[config.mk]
export PLATFORM = sky130hd
export DESIGN_NAME = wiper_step_unit
export DESIGN_NICKNAME = d
export VERILOG_FILES = /design/src/rtl/wiper_step_pkg.sv /design/src/rtl/wiper_sync.sv /design/src/rtl/wiper_step_ctrl.sv /design/src/rtl/wiper_step_datapath.sv /design/src/rtl/wiper_step_unit.sv
export SDC_FILE = /design/constraint.sdc
export NUM_CORES = 1
export LEC_CHECK = 0
export CAP_MARGIN = 5
export CELL_PAD_IN_SITES_DETAIL_PLACEMENT = 1
export CELL_PAD_IN_SITES_GLOBAL_PLACEMENT = 1
export CORE_UTILIZATION = 38
export DETAILED_ROUTE_END_ITERATION = 6
export PLACE_DENSITY_LB_ADDON = 0.2
export SLEW_MARGIN = 10
export SYNTH_ARGS = -nofsm -noshare
export SYNTH_HDL_FRONTEND = slang
export SYNTH_SLANG_ARGS = --single-unit
[constraint.sdc]
create_clock -name clk -period 5.4 [get_ports clk]
set_input_delay 1.08 -clock clk [delete_from_list [all_inputs] [get_ports clk]]
set_output_delay 1.08 -clock clk [all_outputs]
set_load 0.05 [all_outputs]
[src/rtl/wiper_step_pkg.sv]
package wiper_step_pkg;

    localparam int WIPER_W  = 8;
    localparam int POT_SEL_W = 2;

    typedef logic [WIPER_W-1:0]   wiper_t;
    typedef logic [POT_SEL_W-1:0] pot_sel_t;

    typedef enum logic {
        DIR_DOWN = 1'b0,
        DIR_UP   = 1'b1
    } step_dir_e;

    localparam wiper_t WIPER_MAX = {WIPER_W{1'b1}};
    localparam wiper_t WIPER_MIN = '0;

    function automatic wiper_t sat_step(input wiper_t cur, input step_dir_e dir);
        wiper_t nxt;
        if (dir == DIR_UP)
            nxt = (cur == WIPER_MAX) ? cur : cur + wiper_t'(1);
        else
            nxt = (cur == WIPER_MIN) ? cur : cur - wiper_t'(1);
        return nxt;
    endfunction

endpackage

[src/rtl/wiper_sync.sv]
module wiper_sync #(
    parameter int WIDTH  = 3,
    parameter int STAGES = 2
) (
    input  logic             clk,
    input  logic             rst,
    input  logic [WIDTH-1:0] rst_val,
    input  logic [WIDTH-1:0] async_in,
    output logic [WIDTH-1:0] sync_out
);

    logic [WIDTH-1:0] stage_q [STAGES];

    always_ff @(posedge clk) begin
        if (rst) stage_q[0] <= rst_val;
        else     stage_q[0] <= async_in;
    end

    for (genvar s = 1; s < STAGES; s++) begin : g_stage
        always_ff @(posedge clk) begin
            if (rst) stage_q[s] <= rst_val;
            else     stage_q[s] <= stage_q[s-1];
        end
    end

    assign sync_out = stage_q[STAGES-1];

endmodule

[src/rtl/wiper_step_ctrl.sv]
module wiper_step_ctrl
    import wiper_step_pkg::*;
(
    input  logic      clk,
    input  logic      rst,
    input  logic      sck_s,
    input  logic      si_s,
    input  logic      cs_n_s,
    input  logic      cmd_valid,
    input  pot_sel_t  cmd_pot,
    output logic      armed,
    output logic      step_en,
    output step_dir_e step_dir,
    output pot_sel_t  sel_pot
);

    logic sck_d;
    logic sck_rise;

    always_ff @(posedge clk) begin
        if (rst) sck_d <= 1'b0;
        else     sck_d <= sck_s;
    end

    assign sck_rise = sck_s & ~sck_d;

    always_ff @(posedge clk) begin
        if (rst) begin
            armed   <= 1'b0;
            sel_pot <= '0;
        end else if (cs_n_s) begin
            armed   <= 1'b0;
        end else if (cmd_valid) begin
            armed   <= 1'b1;
            sel_pot <= cmd_pot;
        end
    end

    assign step_en  = armed & sck_rise;
    assign step_dir = si_s ? DIR_UP : DIR_DOWN;

    // stepping must be off in any cycle after chip select was seen high
    assert_disarm_on_cs_R8: assert property (@(posedge clk) disable iff (rst)
        cs_n_s |=> !armed);

    // arming only by a command taken while selected
    assert_arm_source_R2: assert property (@(posedge clk) disable iff (rst)
        $rose(armed) |-> $past(cmd_valid) && !$past(cs_n_s));

endmodule

[src/rtl/wiper_step_datapath.sv]
module wiper_step_datapath
    import wiper_step_pkg::*;
(
    input  logic      clk,
    input  logic      rst,
    input  logic      step_en,
    input  step_dir_e step_dir,
    input  wiper_t    cur_wiper,
    output logic      upd_valid,
    output wiper_t    upd_wiper
);

    always_ff @(posedge clk) begin
        if (rst) begin
            upd_valid <= 1'b0;
            upd_wiper <= '0;
        end else begin
            upd_valid <= step_en;
            if (step_en) upd_wiper <= sat_step(cur_wiper, step_dir);
        end
    end

    assert_single_tap_R10: assert property (@(posedge clk) disable iff (rst)
        upd_valid |-> (upd_wiper == $past(cur_wiper)) ||
                      (upd_wiper == wiper_t'($past(cur_wiper) + wiper_t'(1))) ||
                      (upd_wiper == wiper_t'($past(cur_wiper) - wiper_t'(1))));

    assert_no_wrap_top_R5: assert property (@(posedge clk) disable iff (rst)
        upd_valid && ($past(cur_wiper) == WIPER_MAX) |-> upd_wiper >= WIPER_MAX - wiper_t'(1));

    assert_no_wrap_bottom_R6: assert property (@(posedge clk) disable iff (rst)
        upd_valid && ($past(cur_wiper) == WIPER_MIN) |-> upd_wiper <= wiper_t'(1));

endmodule

[src/rtl/wiper_step_unit.sv]
module wiper_step_unit
    import wiper_step_pkg::*;
#(
    parameter int SYNC_STAGES = 2
) (
    input  logic                 clk,
    input  logic                 rst,
    input  logic                 sck,
    input  logic                 si,
    input  logic                 cs_n,
    input  logic                 cmd_valid,
    input  logic [POT_SEL_W-1:0] cmd_pot,
    input  logic [WIPER_W-1:0]   cur_wiper,
    output logic                 upd_valid,
    output logic [POT_SEL_W-1:0] upd_pot,
    output logic [WIPER_W-1:0]   upd_wiper
);

    localparam int SYNC_W = 3;

    logic [SYNC_W-1:0] pins_s;
    logic              armed;
    logic              step_en;
    step_dir_e         step_dir;

    wiper_sync #(
        .WIDTH  (SYNC_W),
        .STAGES (SYNC_STAGES)
    ) u_sync (
        .clk      (clk),
        .rst      (rst),
        .rst_val  (3'b100),
        .async_in ({cs_n, si, sck}),
        .sync_out (pins_s)
    );

    wiper_step_ctrl u_ctrl (
        .clk       (clk),
        .rst       (rst),
        .sck_s     (pins_s[0]),
        .si_s      (pins_s[1]),
        .cs_n_s    (pins_s[2]),
        .cmd_valid (cmd_valid),
        .cmd_pot   (cmd_pot),
        .armed     (armed),
        .step_en   (step_en),
        .step_dir  (step_dir),
        .sel_pot   (upd_pot)
    );

    wiper_step_datapath u_dp (
        .clk       (clk),
        .rst       (rst),
        .step_en   (step_en),
        .step_dir  (step_dir),
        .cur_wiper (cur_wiper),
        .upd_valid (upd_valid),
        .upd_wiper (upd_wiper)
    );

    assert_idle_no_write_R8: assert property (@(posedge clk) disable iff (rst)
        !armed |=> !upd_valid);

    assert_strobe_width_R7: assert property (@(posedge clk) disable iff (rst)
        upd_valid |=> !upd_valid);

    assert_pot_held_R9: assert property (@(posedge clk) disable iff (rst)
        upd_valid |-> $stable(upd_pot));

endmodule

# After elaboration in Yosys (flattened, before gate mapping)
# Memories as Yosys holds them, arrays and structs flattened.
# Cells that the tools add are included.
word_totals:
  reg_bits: 13
  latchBits: 0
  mem_bits_rw: 6
  mem_bits_ro: 0
  inputBits: 16
  out_inout_bits: 11
  elab_cells: 27
  memories: 1
classes:
  add_sub_neg: 2
  multipliers: 0
  div: 0
  n_lt_le_gt_ge: 0
  eq_ne: 1
  shift: 0
  muxes: 9
  n_bitwise: 6
  reduce_logical: 3
mem_list:
  columns: ["name", "words", "width", "rd", "rd_ports_with_merged_regs", "write_ports", "line", "text"]
  rows:
  - ["u_sync.stage_q", 2, 3, 2, 0, 2, "wiper_sync.sv:12", "logic [WIDTH-1:0] stage_q [STAGES];"]
op_table:
  columns: ["operator", "count"]
  rows:
  - ["8-bit 2-to-1 mux", 3]
  - ["8-bit by 1-bit adder with 8-bit output, second input constant", 1]
  - ["8-bit equality test, second input constant", 1]
  - ["8-bit logical NOT", 1]
  - ["8-bit by 1-bit subtractor with 8-bit output, second input constant", 1]
  - ["3-bit 2-to-1 mux", 2]
  - ["1-bit 2-to-1 mux", 4]
  - ["1-bit bitwise AND", 2]
  - ["1-bit NOT", 2]
  - ["1-bit bitwise OR", 2]
  - ["2-bit AND reduction", 1]
  - ["2-bit OR reduction", 1]

# Logic depth before layout (Yosys ltp)
# Gate-level depths: netlist (run 1).
depth:
  depth_word: 3
  mapped_depth: 6
  ltp_nobuf: 6

# Hierarchy
# Synthesis (run 1) repeated with hierarchy kept, for this count alone.
hier_totals:
  hier_cells: 128
  hier_area_um2: 1173.6
modules_own_cells:
  columns: ["mod", "instances", "cells_per_inst", "area_each_um2", "seq_area_each_um2"]
  rows:
  - ["wiper_step_datapath", 1, 97, 774.5, 180.2]
  - ["wiper_sync", 1, 13, 221.5, 120.1]
  - ["wiper_step_ctrl", 1, 16, 170.2, 80.1]
  - ["wiper_step_unit", 1, 2, 7.5, 0.0]

# Worst setup path after synthesis (run 1)
# No wires, ideal clock.
synth_path:
  path_type: "input -> register"
  from: "in cur_wiper[5]"
  to: "reg u_dp.upd_wiper[1]"
  setup_ns: 0.084
  arrival_ns: 2.457
  required_time_ns: 5.316
  setup_slack_ns: 2.859
  path_stages: 5
  path_buffers: 1
  cell_sequence: "buf_2 or4_4 o311a_1 a41o_1 o31ai_2"
synth_via:
  elab_chain_cells: 3
  elab_cells_between_ends: 5
  classes_between: "eq/ne: 1; mux: 3; reduce/logical: 1"
synth_rtl:
  columns: ["item", "line", "text"]
  rows:
  - ["start, declared", "wiper_step_unit.sv:13", "input logic [WIPER_W-1:0] cur_wiper,"]
  - ["8-bit equality test or 8-bit logical NOT (tied branches)", "wiper_step_pkg.sv:20, wiper_step_pkg.sv:22", null]
  - ["8-bit 2-to-1 mux, on equally long branches", "wiper_step_pkg.sv:20, wiper_step_pkg.sv:22", null]
  - ["8-bit 2-to-1 mux (*)", "wiper_step_pkg.sv:19", "if (dir == DIR_UP)"]
  - ["end signal, assigned", "wiper_step_datapath.sv:19", "if (step_en) upd_wiper <= sat_step(cur_wiper, step_dir);"]
  - ["end, declared", "wiper_step_datapath.sv:10", "output wiper_t upd_wiper"]
# Mark *: on every way between the ends. The rest lies on a longest branch, timed or not.
# A chain may end at the register's enable or synchronous reset.

# Worst setup path in the final report (run 1)
layout_path:
  from: "in cur_wiper[4]"
  to: "reg u_dp.upd_wiper[1]"
# The elaborated chain is that of the path after synthesis.

==> qor.txt, run 1 <==
Critical path class -> in2reg
Clk slew on worst S/H paths -> 0.10 ns
Yosys warns -> 0
CP delay by family, top -> compound AO/OA/AOI/OAI gates
Psw -> 0.0692 mW
IO buf count -> 26
Layout cells sized above 1 -> 6.21%
Worst Slack Setup Final -> 2.54 ns
IO Count -> 27
Leakage -> 0.471 nW
Compound-Gate Fraction of Synth Area -> 22.7%
Clock network power share -> 27.1%
Met1 usage -> 25.5%
Setup TNS -> 0 ns
Tcrit/Tclk final -> 53.0%
Slowest cell delay on critical path -> 0.63 ns
Most common cell in the netlist -> dfxtp_1
H-tree Lvls -> 1
Synthesized flop and latch total -> 19
Die boundary height -> 55.6 um
Fin util -> 49.5%
Synth Area in Simple Gates -> 27.5%
Final Hold Fails -> 0
Register area share after synthesis -> 34.8%
WP data required -> 5.62 ns
Clk Latency, worst-skew pair -> 0.30 ns
Clock period minus worst slack -> 2.86 ns
Global Route Usage Sum -> 19.4%
# rows -> 19
Synth Instances -> 125
Die area -> 0.00309 mm2
# resized after CTS -> 0
HPWL Detailed -> 2120 um
Crit-path max FO -> 10
Post-Synth Adder-Cell Area -> 3.44%
Final net count -> 165
R2R setup slack -> 3.91 ns
Total of max-cap violations -> 0
GR Layer Usage met3 -> 5.35%
Wire per inst -> 15.6 um
Commonest cells post-synth -> 19 x dfxtp_1, 10 x nor2_1, 7 x nor2b_1
Max Clock Skew -> 0.00436 ns
Residual DRC -> 0
Starting Density -> 40.0%
Top cell type's share of synthesized area -> 34.8%
Average vias per placed instance -> 5.95
Largest family of logic cells by synthesized area -> simple AND/OR/NAND/NOR gates
Hold_buf cts -> 0
RSZ-0062 raised after global routing -> no
Area grow syn2layout -> 23.9%
Largest net degree at the start of global routing -> 19
Slew Limit Fails -> 0
Most common flop cell mapped by yosys -> dfxtp_1
DRT Pass-1 Iters -> 4
Number of diodes -> 0
Sequential share of power -> 55.2%
Root Driver -> clkbuf_4
Top cells by area, synth -> dfxtp_1 35%, o211ai_1 4.1%, nor2b_1 4.0%
Number of synthesized flops with an enable pin -> 0
Fmax -> 0.350 GHz
Clock Tree Buf Depth -> 2
Final WL -> 2750 um
Total power -> 0.263 mW
Pwr dens -> 194 mW/mm2
Placer Congestion -> 0.825
Total global routing overflow -> 0
Distinct cells, synth -> 44
Crit-path cells -> clkdlybuf4s50_1 -> or4_4 -> o311a_1 -> a41o_1 -> o31ai_2
Sw frac -> 26.3%
Pre-CTS WS -> 2.25 ns
Hold Crit Class -> reg2reg
Synth async-reset ratio -> 0%
CP endpoint kind -> flop
CTS tree -> built
Syn_nets -> 144
Chip width -> 55.6 um
CTS buffer count -> 3
Clock sinks -> 19
Maximum vdd drop -> 0.242 mV
Vias in the first global route -> 995
Relative slew slack -> 59.7%
Status -> finished clean
Avg Synthesized Cell Area -> 8.74 um2
DRT antenna net count -> 0
First-pass GRT wire length -> 4690 um
Arrival time of the worst setup path -> 3.08 ns
Yosys top cell by area -> dfxtp_1
Tightest Pin Transition -> 0.598 ns
GRT Max-Usage Layer -> met2
Worst path bufs/invs -> 1
Mux cell area share after synthesis -> 2.75%
CP max-delay cell -> or4_4
Setup bufs post-CTS -> 0
Post-Synth XOR/XNOR Area -> 1.60%
Vias post-DR -> 1047
Synth Cell Area -> 0.00109 mm2
# setup viols final -> 0
Comb power frac -> 17.7%
Cell-internal power -> 0.194 mW
Core area -> 0.00273 mm2
Initial antenna violation count -> 0
DRT iter0 DRCs -> 26
Crit path launch type -> primary input
GR Util met2 -> 31.8%
[layout make-up]
cell class              count  area, um2
clock buffers               4       26.3
fillers                   343       1380
inverters                   4       15.0
multi-input cells          92        633
flip-flops and latches     19        380
well taps                  31       38.8
repair buffers             26        260
[cell families (layout without fill, tap and decap cells)]
logic type      Yosys count  in the layout
mux                       3              3
xor+xnor                  2              2
simple gates             51             51
flops                    19             19
compound gates           33             33
buf+inv                  14             34
fa+ha+maj                 3              3
[metal layers]
| metal | up-vias | part of all wire [%] |
|---|---|---|
| met5 | - | 0 |
| met4 | 0 | 0.84 |
| met3 | 4 | 5.2 |
| met2 | 32 | 51 |
| met1 | 504 | 43 |
| li1 | 507 | - |
[stage by stage]
| step | std cells | instance area [um2] | hold slack, ns |
|---|---|---|---|
| after floorplan | 125 | 1090 | 0.389 |
| after global placement | 172 | 1330 | 0.393 |
| after detailed placement | 172 | 1330 | 0.409 |
| after CTS | 176 | 1350 | 0.434 |
| after global routing | 176 | 1350 | 0.448 |
| final | 176 | 1350 | 0.431 |
[power groups by stage]
stage	Sequential (mW)	Combinational, mW	Clock [mW]
global route	0.146	0.0511	0.0812
CTS	0.145	0.0467	0.0737
floorplan	0.149	0.0281	0
finish	0.145	0.0466	0.0713
global placement	0.148	0.0454	0
detailed placement	0.148	0.0466	0
[final timing paths]
| path | start | endpoint | cells past startpoint |
|---|---|---|---|
| max reg2reg | u_sync.stage_q[1][1]$_SDFF_PP0_ | u_dp.upd_wiper[0]$_SDFFE_PP0P_ | 4 |
| min | u_sync.stage_q[1][2]$_SDFF_PP1_ | u_ctrl.armed$_SDFFE_PP0P_ | 1 |
| max | cur_wiper[4] | u_dp.upd_wiper[1]$_SDFFE_PP0P_ | 5 |
| min reg2reg | u_sync.stage_q[1][2]$_SDFF_PP1_ | u_ctrl.armed$_SDFFE_PP0P_ | 1 |
[registers in the layout, summed over array words and instances (netlist names)]
name	flops
u_dp.upd_valid	1
u_ctrl.sck_d	1
u_ctrl.armed	1
u_ctrl.sel_pot	2
u_dp.upd_wiper	8
u_sync.stage_q	6
[cell usage in the layout, fill, tap and decap left out, types with 4 or more instances in the layout]
cell type,n
o21ai_0,4
nand3_1,4
nor3_1,4
inv_1,4
clkdlybuf4s50_1,26
nor2b_1,7
nor2_1,10
o211ai_1,6
nand2_1,4
dfxtp_1,19
(Power assumes the default switching activity.)
==> run 2: changes to the inputs <==
--- a/config.mk
+++ b/config.mk
@@ -8,7 +8,7 @@
 export CAP_MARGIN = 5
 export CELL_PAD_IN_SITES_DETAIL_PLACEMENT = 1
 export CELL_PAD_IN_SITES_GLOBAL_PLACEMENT = 1
-export CORE_UTILIZATION = 38
+export CORE_UTILIZATION = 35
 export DETAILED_ROUTE_END_ITERATION = 6
 export PLACE_DENSITY_LB_ADDON = 0.2
 export SLEW_MARGIN = 10
==> constraint.sdc (replaced) <==
create_clock -name clk -period 2.78 [get_ports clk]
set_input_delay 0.556 -clock clk [delete_from_list [all_inputs] [get_ports clk]]
set_output_delay 0.556 -clock clk [all_outputs]
set_load 0.05 [all_outputs]
==> qor.txt, run 2 (synthesis gave the netlist of run 1 again) <==
Status -> finished with violations
Violations in the final reports -> DRC
Sw frac -> 26.6%
DRT Pass-1 Iters -> 6
Hold Crit Class -> reg2reg
Biggest regs -> u_dp.upd_wiper (8), u_sync.stage_q (6), u_ctrl.sel_pot (2)
Wire per inst -> 16.8 um
Die boundary height -> 57.9 um
Placer Congestion -> 0.810
Tcrit/Tclk final -> 86.9%
Relative slew slack -> 65.1%
Root Driver -> clkbuf_4
Commonest cells after routing, fill and taps aside -> 26 x clkdlybuf4s50_1, 19 x dfxtp_1, 10 x nor2_1
Clk slew on worst S/H paths -> 0.09 ns
Global Route Usage Sum -> 19.5%
Vias in the first global route -> 1083
Filler cell count -> 345
Comb power frac -> 18.4%
Area grow syn2layout -> 26.0%
Setup TNS -> 0 ns
Crit path launch type -> primary input
Clock sinks -> 19
CTS buffer count -> 3
Most common cell after layout, fill and taps aside -> clkdlybuf4s50_1
Most flops, register -> u_dp.upd_wiper
Maximum vdd drop -> 0.210 mV
Slew Limit Fails -> 0
HPWL Detailed -> 2290 um
Tightest Pin Transition -> 0.510 ns
Cell-internal power -> 0.379 mW
Chip width -> 57.9 um
H-tree Lvls -> 1
CP endpoint kind -> flop
Clk Latency, worst-skew pair -> 0.30 ns
Crit-path max FO -> 8
IO buf count -> 26
Clock period minus worst slack -> 2.42 ns
Initial antenna violation count -> 0
Clock Tree Buf Depth -> 2
Arrival time of the worst setup path -> 2.62 ns
DRT iter0 DRCs -> 20
Average vias per placed instance -> 5.84
Vias post-DR -> 1046
Final WL -> 3000 um
Largest net degree at the start of global routing -> 19
CTS tree -> built
Clock network power share -> 27.0%
Total of max-cap violations -> 0
# rows -> 19
Die area -> 0.00335 mm2
Final net count -> 168
Design area -> 0.00138 mm2
Fmax -> 0.414 GHz
Area taken by multi-input logic gates -> 633 um2
RSZ-0062 raised after global routing -> no
Layout cells sized above 1 -> 8.11%
Pwr dens -> 375 mW/mm2
Core area -> 0.00285 mm2
Total global routing overflow -> 0
DRT antenna net count -> 0
Worst Slack Setup Final -> 0.364 ns
WP data required -> 2.99 ns
Hold_buf cts -> 0
Final Hold Fails -> 0
Max Clock Skew -> 0.0127 ns
# resized after CTS -> 0
Number of diodes -> 0
Fin util -> 48.2%
First-pass GRT wire length -> 4940 um
Psw -> 0.138 mW
IO Count -> 27
FF/Latch Area -> 380 um2
Starting Density -> 38.3%
Leakage -> 0.486 nW
# setup viols final -> 0
Pre-CTS WS -> 0.0931 ns
Sequential share of power -> 54.6%
Setup bufs post-CTS -> 0
Residual DRC -> 2
Placement Cell Area -> 0.00135 mm2
Critical path class -> in2reg
Max reg flops -> 8
==> run 2: cell count changes in the layout (fill, tap and decap cells not counted), sizes merged <==
cell | previous run | this run
buf | 0 | 3
==> run 2: metal layers <==
layer | GRT usage (%) | wire (um)
met1 | 22.8 | 1300
met2 | 35.6 | 1550
met3 | 4.69 | 110
met4 | 4.76 | 31
met5 | 0 | 0
==> run 2: cell type report <==
| type | count | area share (%) |
|---|---|---|
| sequential | 19 | 27.6 |
| inverter | 4 | 1.09 |
| tap | 31 | 2.82 |
| clock buffer | 4 | 1.91 |
| timing repair buffer | 29 | 20.5 |
| multi-input combinational | 92 | 46.0 |
==> run 2: worst paths after layout <==
path | cells past startpoint | end | start | slack, ns
max | 7 | u_dp.upd_wiper[5]$_SDFFE_PP0P_ | cur_wiper[0] | 0.36
max reg2reg | 4 | u_dp.upd_wiper[0]$_SDFFE_PP0P_ | u_sync.stage_q[1][1]$_SDFF_PP0_ | 1.20
min | 1 | u_ctrl.armed$_SDFFE_PP0P_ | u_sync.stage_q[1][2]$_SDFF_PP1_ | 0.43
min reg2reg | 1 | u_ctrl.armed$_SDFFE_PP0P_ | u_sync.stage_q[1][2]$_SDFF_PP1_ | 0.43
==> run 2: worst max-delay path, stage by stage <==
cell and delay [ns]:
clkdlybuf4s50_1 0.63, inv_1 0.11, ha_1 0.23, nor3b_1 0.16
a21oi_1 0.44, o21ai_0 0.20, a311oi_1 0.29
==> run 2: power groups by stage <==
| stage | Sequential [mW] | Clock [mW] | Combinational, mW |
|---|---|---|---|
| final | 0.282 | 0.140 | 0.0948 |
| after floorplan | 0.290 | 0 | 0.0546 |
| after CTS | 0.282 | 0.147 | 0.0945 |
| after global routing | 0.283 | 0.160 | 0.102 |
| after global placement | 0.288 | 0 | 0.0906 |
| after detailed placement | 0.288 | 0 | 0.0942 |
==> run 2: per-stage QoR <==
stage	hold WS, ns	cells	power [mW]
floorplan	0.389	125	0.345
global placement	0.393	175	0.379
detailed placement	0.405	175	0.383
CTS	0.433	179	0.524
global route	0.462	179	0.546
finish	0.435	179	0.516
==> run 3: changes to the inputs <==
--- a/config.mk
+++ b/config.mk
@@ -5,12 +5,14 @@
 export SDC_FILE = /design/constraint.sdc
 export NUM_CORES = 1
 export LEC_CHECK = 0
+export ABC_CLOCK_PERIOD_IN_PS = 3000
 export CAP_MARGIN = 5
 export CELL_PAD_IN_SITES_DETAIL_PLACEMENT = 1
 export CELL_PAD_IN_SITES_GLOBAL_PLACEMENT = 1
-export CORE_UTILIZATION = 35
+export CORE_UTILIZATION = 38
 export DETAILED_ROUTE_END_ITERATION = 6
 export PLACE_DENSITY_LB_ADDON = 0.2
+export RECOVER_POWER = 100
 export SLEW_MARGIN = 10
 export SYNTH_ARGS = -nofsm -noshare
 export SYNTH_HDL_FRONTEND = slang
==> constraint.sdc (replaced) <==
create_clock -name clk -period 3 [get_ports clk]
set_input_delay 0.6 -clock clk [delete_from_list [all_inputs] [get_ports clk]]
set_output_delay 0.6 -clock clk [all_outputs]
set_load 0.05 [all_outputs]
==> qor.txt, run 3 (synthesis gave the netlist of run 1 again) <==
Clk slew on worst S/H paths -> 0.10 ns
RSZ-0062 raised after global routing -> no
DRT iter0 DRCs -> 12
CP max-delay cell -> dlygate4sd3_1
Slowest cell delay on critical path -> 0.67 ns
Hold path cells -> 1
Reg2reg end -> u_dp.upd_wiper[0]$_SDFFE_PP0P_
CTS tree -> built
Crit-path max FO -> 10
Critical path class -> in2reg
R2R Path Start -> u_sync.stage_q[1][1]$_SDFF_PP0_
# setup viols final -> 0
Commonest cells after routing, fill and taps aside -> 19 x dfxtp_1, 15 x dlygate4sd3_1, 11 x clkdlybuf4s50_1
Post-route insts no fill -> 179
Clock Tree Buf Depth -> 2
Root Driver -> clkbuf_4
Final WL -> 2880 um
DRT antenna net count -> 0
Vias in the first global route -> 1046
CP delay by family, top -> compound AO/OA/AOI/OAI gates
Global Route Usage Sum -> 20.0%
Clk Latency, worst-skew pair -> 0.29 ns
Initial antenna violation count -> 0
Layout cells sized above 1 -> 6.76%
Clock sinks -> 19
Hold_buf cts -> 0
Relative slew slack -> 65.5%
H-tree Lvls -> 1
Worst path bufs/invs -> 1
Vias post-DR -> 1041
Leakage -> 0.520 nW
Worst Slack Setup Final -> 0.543 ns
Most flops, register -> u_dp.upd_wiper
Maximum vdd drop -> 0.341 mV
Cells on worst reg2reg path -> 4
Fin util -> 50.1%
Placement Cell Area -> 0.00135 mm2
Area grow syn2layout -> 25.3%
Core area -> 0.00273 mm2
Slew Limit Fails -> 0
Arrival time of the worst setup path -> 2.68 ns
HPWL Detailed -> 2210 um
Min Hold Slack -> 0.422 ns
Placed Cells -> 175
# resized after CTS -> 0
IO Count -> 27
Biggest regs -> u_dp.upd_wiper (8), u_sync.stage_q (6), u_ctrl.sel_pot (2)
Final Hold Fails -> 0
Status -> finished clean
Wire per inst -> 16.1 um
Pwr dens -> 344 mW/mm2
Fmax -> 0.407 GHz
# rows -> 19
Design area -> 0.00137 mm2
Final net count -> 168
Total power -> 0.471 mW
Crit path launch type -> primary input
Hold_sp -> u_sync.stage_q[0][2]$_SDFF_PP1_
Die area -> 0.00309 mm2
Residual DRC -> 0
Total global routing overflow -> 0
Critical Path Source -> cur_wiper[4]
Hold Crit Class -> reg2reg
Die boundary height -> 55.6 um
WP data required -> 3.22 ns
Tcrit/Tclk final -> 81.9%
Setup bufs post-CTS -> 0
Number of diodes -> 0
Hold EP -> u_sync.stage_q[1][2]$_SDFF_PP1_
Max reg flops -> 8
Starting Density -> 40.0%
Total of max-cap violations -> 0
CP endpoint kind -> flop
Max Clock Skew -> 0.00134 ns
IO buf count -> 26
Placer Congestion -> 0.818
Clock period minus worst slack -> 2.46 ns
Setup TNS -> 0 ns
R2R setup slack -> 1.48 ns
First-pass GRT wire length -> 4900 um
Average vias per placed instance -> 5.82
Pre-CTS WS -> 0.340 ns
Largest net degree at the start of global routing -> 14
Crit-path cells -> dlygate4sd3_1 -> or4_1 -> o311a_1 -> a41o_1 -> o31ai_2
CTS buffer count -> 3
Tightest Pin Transition -> 0.516 ns
DRT Pass-1 Iters -> 4
Most common cell after layout, fill and taps aside -> dfxtp_1
Chip width -> 55.6 um
## run 3: cell types whose count changed in the layout (fill, tap and decap cells not counted)
| cell | change |
|---|---|
| buf_4 | -1 |
| dlygate4sd3_1 | +15 |
| clkdlybuf4s50_1 | -15 |
| or4_4 | -1 |
| or4_1 | +1 |
| clkbuf_1 | +1 |
## run 3: where the power goes
group | switching [mW] | internal (mW) | leakage (nW)
Clock | 0.0735 | 0.0517 | 0.0150
Sequential | 0.00387 | 0.257 | 0.155
Combinational | 0.0452 | 0.0394 | 0.351
## run 3: worst max-delay path by stage
stage / slack [ns] / to / cells past startpoint
6_report: 0.54 / u_dp.upd_wiper[1]$_SDFFE_PP0P_ / 5
5_1_grt: 0.40 / u_dp.upd_wiper[0]$_SDFFE_PP0P_ / 5
4_1_cts: 0.65 / u_dp.upd_wiper[5]$_SDFFE_PP0P_ / 7
3_5_place_dp: 0.34 / u_dp.upd_wiper[5]$_SDFFE_PP0P_ / 7
3_3_place_gp: 0.35 / u_dp.upd_wiper[5]$_SDFFE_PP0P_ / 7
2_1_floorplan: 0.94 / u_dp.upd_wiper[1]$_SDFFE_PP0P_ / 5
## run 3: final cells by class
cell class / instances / area (um2)
Fill cell: 326 / 1370
Tap cell: 31 / 38.8
Timing Repair Buffer: 29 / 279
Inverter: 4 / 15.0
Multi-Input combinational cell: 92 / 629
Sequential cell: 19 / 380
Clock buffer: 4 / 26.3
## run 3: metal layers
layer / vias to the layer above / global-route usage (%) / wire length, um
met5: - / 0 / 0
met4: 0 / 5.71 / 46
met3: 4 / 4.88 / 84
met2: 23 / 33.4 / 1450
met1: 501 / 25.6 / 1290
li1: 513 / - / -
